### config.mk
export PLATFORM = sky130hd
export DESIGN_NAME = restart_supervisor
export DESIGN_NICKNAME = d
export VERILOG_FILES = /design/src/rtl/rs_pkg.sv /design/src/rtl/rs_persist.sv /design/src/rtl/rs_softstart.sv /design/src/rtl/rs_burst.sv /design/src/rtl/restart_supervisor.sv
export SDC_FILE = /design/constraint.sdc
export NUM_CORES = 1
export LEC_CHECK = 0
export BUFFER_PORTS_ARGS = -buffer_cell sky130_fd_sc_hd__buf_2
export CELL_PAD_IN_SITES_DETAIL_PLACEMENT = 0
export CELL_PAD_IN_SITES_GLOBAL_PLACEMENT = 1
export CORE_ASPECT_RATIO = 1.4
export CORE_UTILIZATION = 42
export CTS_BUF_LIST = sky130_fd_sc_hd__clkbuf_8
export CTS_CLUSTER_DIAMETER = 40
export DETAILED_ROUTE_END_ITERATION = 10
export HOLD_SLACK_MARGIN = 0.03
export PLACE_DENSITY = 0.77
export SETUP_SLACK_MARGIN = 0.15
export SLEW_MARGIN = 10
export SYNTH_ARGS = -nofsm -noshare
export SYNTH_HDL_FRONTEND = slang
export SYNTH_SLANG_ARGS = --single-unit
export TNS_END_PERCENT = 100
### constraint.sdc
create_clock -name clk -period 3.8 [get_ports clk]
set_input_delay 0.19 -clock clk [delete_from_list [all_inputs] [get_ports clk]]
set_output_delay 0.19 -clock clk [all_outputs]
set_load 0.005 [all_outputs]
### src/rtl/rs_pkg.sv
package rs_pkg;
  typedef enum logic [1:0] {
    ST_CHARGE = 2'd0,
    ST_RUN    = 2'd1,
    ST_LATCH  = 2'd2
  } sup_state_t;
endpackage

### src/rtl/rs_persist.sv
module rs_persist #(
  parameter int HOLD = 4
) (
  input  logic clk,
  input  logic rst,
  input  logic enable,
  input  logic cond,
  output logic trip
);
  localparam int CW = (HOLD > 1) ? $clog2(HOLD) : 1;

  generate
    if (HOLD <= 1) begin : g_direct
      assign trip = enable && cond;
    end else begin : g_count
      localparam logic [CW-1:0] LAST = CW'(HOLD - 1);
      logic [CW-1:0] cnt;
      logic          live;

      assign live = enable && cond;
      assign trip = live && (cnt == LAST);

      always_ff @(posedge clk) begin
        if (rst) begin
          cnt <= '0;
        end else if (!live) begin
          cnt <= '0;
        end else if (cnt != LAST) begin
          cnt <= cnt + 1'b1;
        end
      end

      // a trip needs the condition in the previous cycle too
      trip_needs_history_chk: assert property (@(posedge clk) disable iff (rst)
        trip |-> $past(enable && cond));
    end
  endgenerate
endmodule

### src/rtl/rs_softstart.sv
module rs_softstart #(
  parameter int SSW    = 10,
  parameter int SS_DIV = 1750
) (
  input  logic           clk,
  input  logic           rst,
  input  logic           advance,
  output logic [SSW-1:0] level
);
  localparam int PW = (SS_DIV > 1) ? $clog2(SS_DIV) : 1;
  localparam logic [PW-1:0]  PRE_LAST = PW'(SS_DIV - 1);
  localparam logic [SSW-1:0] TOP      = '1;

  logic [PW-1:0] pre;

  always_ff @(posedge clk) begin
    if (rst || !advance) begin
      pre   <= '0;
      level <= '0;
    end else if (pre == PRE_LAST) begin
      pre <= '0;
      if (level != TOP) level <= level + 1'b1;
    end else begin
      pre <= pre + 1'b1;
    end
  end

  // the ramp never falls while it keeps advancing
  ramp_monotonic_chk: assert property (@(posedge clk) disable iff (rst)
    advance |=> (level >= $past(level)));
endmodule

### src/rtl/rs_burst.sv
module rs_burst (
  input  logic clk,
  input  logic rst,
  input  logic active,
  input  logic low,
  input  logic high,
  output logic paused
);
  always_ff @(posedge clk) begin
    if (rst || !active) begin
      paused <= 1'b0;
    end else if (low) begin
      paused <= 1'b1;
    end else if (high) begin
      paused <= 1'b0;
    end
  end

  // a low feedback flag during switching pauses at the next edge
  burst_enter_chk: assert property (@(posedge clk) disable iff (rst)
    (active && low) |=> paused);
endmodule

### src/rtl/restart_supervisor.sv
module restart_supervisor #(
  parameter int ONW          = 8,
  parameter int SHORT_ON_MAX = 120,
  parameter int SHORT_HOLD   = 250,
  parameter int OVP_HOLD     = 170,
  parameter int SSW          = 10,
  parameter int SS_DIV       = 1750
) (
  input  logic           clk,
  input  logic           rst,
  input  logic           vcc_start,
  input  logic           vcc_stop,
  input  logic           fb_shutdown,
  input  logic           fb_short,
  input  logic [ONW-1:0] on_time,
  input  logic           ocp_abn,
  input  logic           gate_on,
  input  logic           ovp_supply,
  input  logic           ovp_sync,
  input  logic           temp_trip,
  input  logic           temp_release,
  input  logic           burst_low,
  input  logic           burst_high,
  output logic           sw_en,
  output logic           start_src_en,
  output logic [SSW-1:0] ss_level
);
  import rs_pkg::*;

  localparam logic [ONW-1:0] ON_LIMIT = ONW'(SHORT_ON_MAX);

  sup_state_t state, state_nx;
  logic       hot;
  logic       running;
  logic       stay_run;
  logic       short_trip;
  logic       ovp_sync_trip;
  logic       fault;
  logic       paused;

  assign running = (state == ST_RUN);

  rs_persist #(.HOLD(SHORT_HOLD)) u_short (
    .clk    (clk),
    .rst    (rst),
    .enable (running),
    .cond   (fb_short && (on_time < ON_LIMIT)),
    .trip   (short_trip)
  );

  rs_persist #(.HOLD(OVP_HOLD)) u_ovp (
    .clk    (clk),
    .rst    (rst),
    .enable (running),
    .cond   (ovp_sync),
    .trip   (ovp_sync_trip)
  );

  assign fault = fb_shutdown | short_trip | ovp_sync_trip | ovp_supply |
                 (ocp_abn & gate_on) | temp_trip;

  always_comb begin
    state_nx = state;
    unique case (state)
      ST_CHARGE: if (vcc_start && !hot) state_nx = ST_RUN;
      ST_RUN: begin
        if (fault)         state_nx = ST_LATCH;
        else if (vcc_stop) state_nx = ST_CHARGE;
      end
      ST_LATCH:  if (vcc_stop) state_nx = ST_CHARGE;
      default:   state_nx = ST_CHARGE;
    endcase
  end

  always_ff @(posedge clk) begin
    if (rst) begin
      state <= ST_CHARGE;
      hot   <= 1'b0;
    end else begin
      state <= state_nx;
      if (temp_trip)         hot <= 1'b1;
      else if (temp_release) hot <= 1'b0;
    end
  end

  assign stay_run = running && (state_nx == ST_RUN);

  rs_softstart #(.SSW(SSW), .SS_DIV(SS_DIV)) u_ramp (
    .clk     (clk),
    .rst     (rst),
    .advance (stay_run),
    .level   (ss_level)
  );

  rs_burst u_burst (
    .clk    (clk),
    .rst    (rst),
    .active (stay_run),
    .low    (burst_low),
    .high   (burst_high),
    .paused (paused)
  );

  assign sw_en        = running && !paused;
  assign start_src_en = (state == ST_CHARGE);

  // switching and the startup source are never on together
  src_sw_exclusive_chk: assert property (@(posedge clk) disable iff (rst)
    !(sw_en && start_src_en));

  // a latched fault never resumes switching without recharging
  latch_no_direct_run_chk: assert property (@(posedge clk) disable iff (rst)
    (state == ST_LATCH) |=> (state != ST_RUN));

  // no start while the over-temperature latch is set
  hot_blocks_start_chk: assert property (@(posedge clk) disable iff (rst)
    (hot && state == ST_CHARGE) |=> (state != ST_RUN));

  // overload during switching stops the gate at the next edge
  overload_stops_chk: assert property (@(posedge clk) disable iff (rst)
    (running && fb_shutdown) |=> !sw_en);
endmodule

# == Yosys cells after proc, flatten, opt, wreduce, memory -nomap -nowiden ==
# Cells that the tools add are included.
# word_totals
output_inout_bits,12
register_bits,41
elab_cells,56
input_bits,22
# op_classes
magnitude_cmp,1
reduce_logical,19
bitwise_logic,8
add_sub_neg,4
muxes,8
eq_ne,9
# ops
op,n
"adder 8 x 1 -> 8 bit, second input constant",2
"equality test 8 bit, second input constant",2
"inequality test 8 bit, second input constant",2
"adder 11 x 1 -> 11 bit, second input constant",1
"equality test 11 bit, second input constant",1
"adder 10 x 1 -> 10 bit, second input constant",1
"inequality test 10 bit, second input constant",1
logical AND 1 bit,8
"< comparator 8 x 7 -> 1 bit, second input constant",1
2-to-1 mux 2 bit,3
case mux 2 bit (3 select lines),1
OR reduction 2 bit,3
bitwise OR 1 bit,5
"equality test 2 x 1 -> 1 bit, second input constant",2
2-to-1 mux 1 bit,4
nonzero test 2 bit,2
logical NOT 1 bit,3
"equality test 2 bit, second input constant",1
logical NOT 2 bit,1
NOT 1 bit,2
AND reduction 2 bit,1
bitwise AND 1 bit,1
logical OR 1 bit,1

# == Logic depth before layout (Yosys ltp) ==
# Gate-level depths: netlist of run 1.
# depth
depth_word,16
depth_mapped,7
ltp_nobuf,6

# == Cells and area by module ==
# A second synthesis of run 1 with hierarchy kept.
# unflattened
cells_unflattened,227
area_unflattened_um2,2009.4
# by_module_without_submodules
module,n_inst,cells_each,area_per_inst_um2,seq_area_each_um2
rs_softstart,1,116,1006.0,420.4
rs_persist at u_ovp,1,43,412.9,160.2
rs_persist at u_short,1,42,372.9,160.2
restart_supervisor,1,22,177.7,60.1
rs_burst,1,4,40.0,20.0

# == Worst setup path after synthesis of run 1 ==
# Ideal clock, no wire load.
# synth_path
kind,register to register
start,register u_ramp.pre[0]
end,register u_ramp.level[5]
n_path_buf,1
stages_incl_launch_ff,7
t_required_ns,3.670
arrival_ns,1.535
setup_slack_ns,2.136
setup_time_ns,0.130
synth_period_minus_slack_ns,1.664
path_cell_list,dfxtp_1 ha_1 and4_1 nand3_2 clkbuf_1 o41ai_1 a21oi_1
# synth_via
elab_chain_cells,2
# synth_lines
item,line,text
from (decl),rs_softstart.sv:14,logic [PW-1:0] pre;
from (signal assigned),rs_softstart.sv:24,pre <= pre + 1'b1;
equality test 11 bit,rs_softstart.sv:20,end else if (pre == PRE_LAST) begin
AND reduction 2 bit (no source line),n/a,
to (signal assigned),rs_softstart.sv:22,if (level != TOP) level <= level + 1'b1;
to (decl),rs_softstart.sv:8,output logic [SSW-1:0] level
# No other way between the ends.
# A chain may end at the register's enable or synchronous reset.

# == Worst setup path in the final report of run 1 ==
# Same ends and word-level chain as after synthesis.

==> flow_summary_export.csv, run 1 <==
group,metric,value,unit
global_routing,grtUsageMet2,28.3,%
timing,period_minus_slack,2000,ps
synthesis,seq_area_frac_synth,40.8,%
routing,first_iter_violations,47,
clocking,ctsResizeCount,0,
global_routing,busiest_layer,"met2",
routing,avgRoutedWirePerCell,12.6,um
die,die_area,5070,sq um
global_routing,antenna_found_initial,0,
synthesis,synth_area,2010,sq um
clocking,cts_tree,"done",
timing,hold_viol_final,0,
worst_setup_path,reg2reg_slack,1800,ps
global_routing,gr-usage-met1,22.2,%
timing,setup_viol,0,
worst_setup_path,path_cells,"ha_1 > and4_1 > nand3_2 > or4b_1 > a21oi_1",
hold_path,whs_endpoint,"u_burst.paused",
clocking,clock_path_buffers,2,
clocking,postCtsSetupRepairBufs,0,
synthesis,synth_edf_count,0,
worst_setup_path,end_kind,"flop",
timing,tns,0,ps
routing,drt_wl_total,3.97,mm
worst_setup_path,crit_type,"reg -> reg",
clocking,clk_pin_slew,80,ps
synthesis,synth_flop_cell,"dfxtp_1",
job,drv_cap,0,
power_and_ir_drop,seqPwrFrac,56.2,%
worst_setup_path,regToRegEndpoint,"u_ramp.level[5]",
clocking,cts_root_buffer,"clkbuf_8",
timing,skew,4.71,ps
worst_setup_path,cp.required,4020,ps
worst_setup_path,crit_start,"u_ramp.pre[0]",
die,io_pins,34,
power_and_ir_drop,pwr-share-comb,3.2,%
power_and_ir_drop,leakagePower,0.000847,uW
die,coreArea,4570,sq um
global_routing,grtUsageTotal,17.4,%
hold_path,hold_depth,3,
synthesis,synthesis.nets,247,
global_routing,grt_start_max_net_pins,18,
worst_setup_path,cp_slowest_cell,"or4b_1",
placement,io_buffers,30,
routing,ant_nets,0,
die,start_util,44.0,%
die,fp.dieW,60.5,um
cells_and_area,fin_util,50.6,%
worst_setup_path,cp.buffers_inverters,0,
clocking,cts_htree_levels,2,
cells_and_area,syn2layout_area_growth,15.1,%
worst_setup_path,rr_worst_depth,5,
timing,drv_slew,0,
power_and_ir_drop,switchingPower,163,uW
worst_setup_path,cp_slowest_stage_delay,580,ps
synthesis,async_flop_share,0,%
routing,dr.pass1.iters,4,
die,num_rows,29,
timing,period_share,52.7,%
routing,vias_per_cell,5.31,
worst_setup_path,startpoint_type,"flop",
cells_and_area,diodes,0,
power_and_ir_drop,peakVddDrop,0.225,mV
synthesis,yosysUniqueCellTypes,48,
synthesis,synth-warning-count,0,
routing,num_vias,1673,
power_and_ir_drop,p_per_area,334,nW/um^2
clocking,insertion_delay,290,ps
power_and_ir_drop,switching_share,21.1,%
placement,place.detailed.hpwl,2.86,mm
run_status,status,"completed",
global_routing,grt.met3_usage,2.79,%
power_and_ir_drop,clkPwrFrac,40.6,%
clocking,cts.sinks,41,
placement,gp_congestion,0.759,
cells_and_area,nets,281,
power_and_ir_drop,internal_power,609,uW
clocking,numCtsBuffers,5,
hold_path,hp-start,"burst_low",
synthesis,synth-seq-cells,41,
global_routing,grt_first_pass_wirelength,6.86,mm
global_routing,grt_pass1_vias,1545,
worst_setup_path,cpLargestDelayFamily,"simple AND/OR/NAND/NOR gates",
die,dieHeight,83.9,um
worst_setup_path,critPathArrivalTime,2220,ps
timing,max_slew_margin,58.6,%
worst_setup_path,reg2reg_from,"u_ramp.pre[0]",
timing,worst_pin_slew,617,ps
clocking,holdBufCountCts,0,
hold_path,hp-class,"in -> reg",
worst_setup_path,path_max_fanout,17,
global_routing,overflow,0,
synthesis,synthCells,218,
routing,drc,0,
synthesis,avgSynthCellArea,9.22,sq um
cells_and_area,nFillCells,479,
timing,rsz0062_at_grt,"no",
cells_and_area,design_area,2310,sq um
cells_and_area,layout-drive-gt1-share,20.2,%
timing,max_freq,499,MHz
placement,dpl-instance-area,2210,sq um
metal layers:
metal / wire length (um) / vias to the layer above / share of wire [%]
met3: 128 / 4 / 3.2
li1: - / 861 / -
met4: 49 / 0 / 1.2
met1: 1880 / 780 / 47
met2: 1920 / 28 / 48
met5: 0 / - / 0
power groups by stage:
stage | combinational (uW) | sequential (uW) | clock, uW
floorplan | 10.5 | 443 | 0
finish | 24.6 | 434 | 314
CTS | 25.0 | 434 | 326
detailed placement | 24.9 | 444 | 0
global placement | 24.8 | 444 | 0
global route | 27.8 | 434 | 345
area by class of cell:
cell class	count	area, sq um	area share (%)
well taps	62	77.6	3.35
repair buffers	31	158	6.81
multi-input cells	166	1130	48.9
clock inverters	1	5.00	0.216
clock buffers	7	96.3	4.16
inverters	7	26.3	1.14
flip-flops and latches	41	821	35.5
synthesized netlist by cell type, types with 2 or more instances:
| master | instances | area [sq um] |
|---|---|---|
| dfxtp_1 | 41 | 821 |
| nor2_1 | 28 | 105 |
| nand3_1 | 21 | 105 |
| xor2_1 | 18 | 158 |
| a21oi_1 | 10 | 50.1 |
| nor3_1 | 9 | 45.0 |
| ha_1 | 7 | 87.6 |
| inv_1 | 7 | 26.3 |
| nand4_1 | 7 | 43.8 |
| and3_1 | 6 | 37.5 |
| nand2_1 | 6 | 22.5 |
| o31ai_1 | 4 | 30.0 |
| or3_1 | 4 | 25.0 |
| xnor2_1 | 4 | 35.0 |
| a211oi_1 | 3 | 22.5 |
| and4_1 | 3 | 26.3 |
| nand4b_1 | 3 | 26.3 |
| o21ai_0 | 3 | 15.0 |
| or4_1 | 3 | 22.5 |
| clkbuf_1 | 2 | 7.51 |
| or4b_1 | 2 | 20.0 |
cell families (layout without fill, tap and decap cells):
group           Yosys count  in the layout  share of synthesized area [%]
simple gates            109            109                           32.7
mux                       2              2                           1.06
xor+xnor                 22             22                           9.58
fa+ha+maj                 7              7                           4.36
buf+inv                  11             46                           2.92
flops                    41             41                           40.8
compound gates           26             26                           8.59
worst reg2reg max path: cells and delay by family, from the launching register on:
| kind | cells | cell delay, ps |
|---|---|---|
| compound gates | 1 | 150 |
| simple gates | 3 | 1110 |
| fa+ha+maj | 1 | 190 |
| flops | 1 | 470 |
how the worst max path moves through the flow:
stage	depth (start not counted)	to	slack [ps]
6_report	5	u_ramp.level[5]	1800
5_1_grt	5	u_ramp.level[7]	1610
4_1_cts	5	u_ramp.level[5]	1810
3_5_place_dp	5	u_ramp.level[7]	1830
3_3_place_gp	5	u_ramp.level[7]	1840
2_1_floorplan	6	u_ramp.level[5]	2140
state kept, by name, summed over array words and instances (netlist names):
register,flops
u_burst.paused,1
state,2
hot,1
u_short.g_count.cnt,8
u_ramp.level,10
u_ovp.g_count.cnt,8
u_ramp.pre,11
stage by stage:
stage	cells	setup slack, ps	power (uW)	hold WS (ps)
final	315	1800	772	98.0
after global routing	315	1610	807	114
after CTS	315	1810	785	97.5
after detailed placement	307	1830	469	408
after global placement	307	1840	469	398
after floorplan	218	2140	454	262
cells in the final DEF (no fill, tap or decap), drive strengths merged, types with 2 or more instances in the layout:
cell type / Yosys / routed
a211oi: 3 / 3
a21oi: 11 / 11
and3: 7 / 7
and4: 3 / 3
buf: 2 / 31
clkbuf: 2 / 7
dfxtp: 41 / 41
ha: 7 / 7
inv: 7 / 7
nand2: 7 / 7
nand3: 22 / 22
nand4: 8 / 8
nand4b: 4 / 4
nor2: 29 / 29
nor3: 9 / 9
nor4b: 2 / 2
o21ai: 3 / 3
o31ai: 4 / 4
or3: 4 / 4
or4: 4 / 4
or4b: 3 / 3
xnor2: 4 / 4
xor2: 18 / 18
(Power assumes the default switching activity.)
==> run 2, diff against run 1 <==
CORE_UTILIZATION = 40   (was 42)
PLACE_DENSITY = 0.76   (was 0.77)
clock period = 1.8 ns   (was 3.8 ns; I/O delays follow)
==> run 2 against run 1 <==
  * Sequential cell count unchanged
  * Sequential share of layout area decreased by 3.8 points
  * Critical path type unchanged
  * Count of clock-buffer cells in the layout unchanged
  * Die area increased by 4.9%
  * Final area increased by 14%
==> flow_summary_export.csv, run 2 (synthesis gave the netlist of run 1 again) <==
group,metric,value,unit
run_status,status,"completed",
cells_and_area,multi_input_area,1260,sq um
timing,rsz0062_at_grt,"yes",
power_and_ir_drop,p_per_area,618,nW/um^2
clocking,cts_root_buffer,"clkbuf_8",
clocking,insertion_delay,290,ps
clocking,clock_path_buffers,2,
clocking,numCtsBuffers,5,
clocking,clk_pin_slew,80,ps
global_routing,overflow,0,
cells_and_area,syn2layout_area_growth,31.7,%
timing,hold_viol_final,0,
worst_setup_path,path_max_fanout,8,
die,num_rows,30,
die,die_area,5320,sq um
timing,period_minus_slack,1680,ps
placement,gp_congestion,0.790,
placement,io_buffers,30,
clocking,cts_htree_levels,2,
global_routing,grt_first_pass_wirelength,7.39,mm
cells_and_area,top_regs,"u_ramp.pre x11, u_ramp.level x10",
power_and_ir_drop,leakagePower,0.000996,uW
global_routing,antenna_found_initial,0,
timing,max_freq,595,MHz
cells_and_area,layout_common_cells,"31 x dfxtp_1, 30 x buf_2, 25 x nor2_1, 21 x nand3_1, 20 x buf_4",
power_and_ir_drop,peakVddDrop,0.448,mV
cells_and_area,largest_register_ffs,11,
timing,period_share,93.4,%
timing,setup_viol,0,
die,coreArea,4840,sq um
placement,placedCellCount,323,
routing,first_iter_violations,57,
routing,avgRoutedWirePerCell,13.6,um
timing,skew,7.86,ps
cells_and_area,stdcell_count,342,
die,dieHeight,85.9,um
cells_and_area,largest_register,"u_ramp.pre",
cells_and_area,regArea,838,sq um
worst_setup_path,cp.required,1980,ps
clocking,cts_tree,"done",
cells_and_area,nets,306,
timing,worst_pin_slew,379,ps
hold_path,hp-class,"in -> reg",
worst_setup_path,startpoint_type,"flop",
placement,place.detailed.hpwl,3.07,mm
routing,vias_per_cell,5.27,
timing,drv_slew,0,
routing,drc,0,
cells_and_area,layout-drive-gt1-share,38.5,%
routing,num_vias,1804,
worst_setup_path,critPathArrivalTime,1860,ps
timing,max_slew_margin,74.4,%
cells_and_area,diodes,0,
die,io_pins,34,
job,drv_cap,0,
cells_and_area,nFillCells,460,
global_routing,grt_pass1_vias,1707,
global_routing,grtUsageTotal,18.6,%
routing,dr.pass1.iters,4,
placement,post-place-ws,28.1,ps
worst_setup_path,crit_type,"reg -> reg",
routing,ant_nets,0,
die,fp.dieW,61.9,um
clocking,cts.sinks,41,
die,start_util,41.5,%
timing,finalWorstSetupSlack,119,ps
worst_setup_path,end_kind,"flop",
cells_and_area,layout_commonest_cell,"dfxtp_1",
timing,tns,0,ps
routing,drt_wl_total,4.64,mm
global_routing,grt_start_max_net_pins,16,
run 2: per-stage QoR:
step | hold slack [ps] | total power [uW] | area (sq um) | util [%]
after floorplan | 162 | 958 | 2010 | -
after global placement | 295 | 992 | 2320 | 47.9
after detailed placement | 312 | 993 | 2320 | 47.9
after CTS | 37.6 | 1660 | 2460 | 50.8
after global routing | 56.1 | 1710 | 2650 | 54.7
final | 42.5 | 1640 | 2650 | 54.7
run 2: layer usage:
metal / vias up / track usage, % / wire length, um
met5: - / 0 / 0
met4: 0 / 6.06 / 103
met3: 10 / 5.73 / 143
met2: 34 / 31.2 / 2400
met1: 844 / 21.9 / 1990
li1: 916 / - / -
run 2: cell type report:
type	count	area share, %
sequential	41	31.6
clock buffer	7	3.64
tap	64	3.02
timing repair buffer	54	12.9
clock inverter	1	0.189
inverter	7	0.992
multi-input combinational	168	47.6
run 2: power by group:
group	switching, uW	internal (uW)
clock	316	347
sequential	4.57	908
combinational	28.8	33.8
total	349	1290
run 2: worst paths after layout:
path	end	depth (start not counted)	slack, ps	from
max	u_ramp.pre[0]	4	120	u_ovp.g_count.cnt[2]
min	hot	3	40	temp_trip
max reg2reg	u_ramp.pre[0]	4	120	u_ovp.g_count.cnt[2]
min reg2reg	hot	2	510	hot
run 2: worst max-delay path, stage by stage (launching register included):
cell	delay, ps
dfxtp_4	360
or3b_4	370
or4_4	570
nand4b_4	200
nor3_1	70
run 2: repair_timing:
item / in CTS / in global routing
hold buffers: 2 / 0
pin swaps: 2 / 21
endpoints found under the hold margin: 2 / 0
gates resized for setup: 2 / 40
buffers inserted: 1 / 6
gates cloned: 0 / 2
setup endpoints to repair: 23 / 25
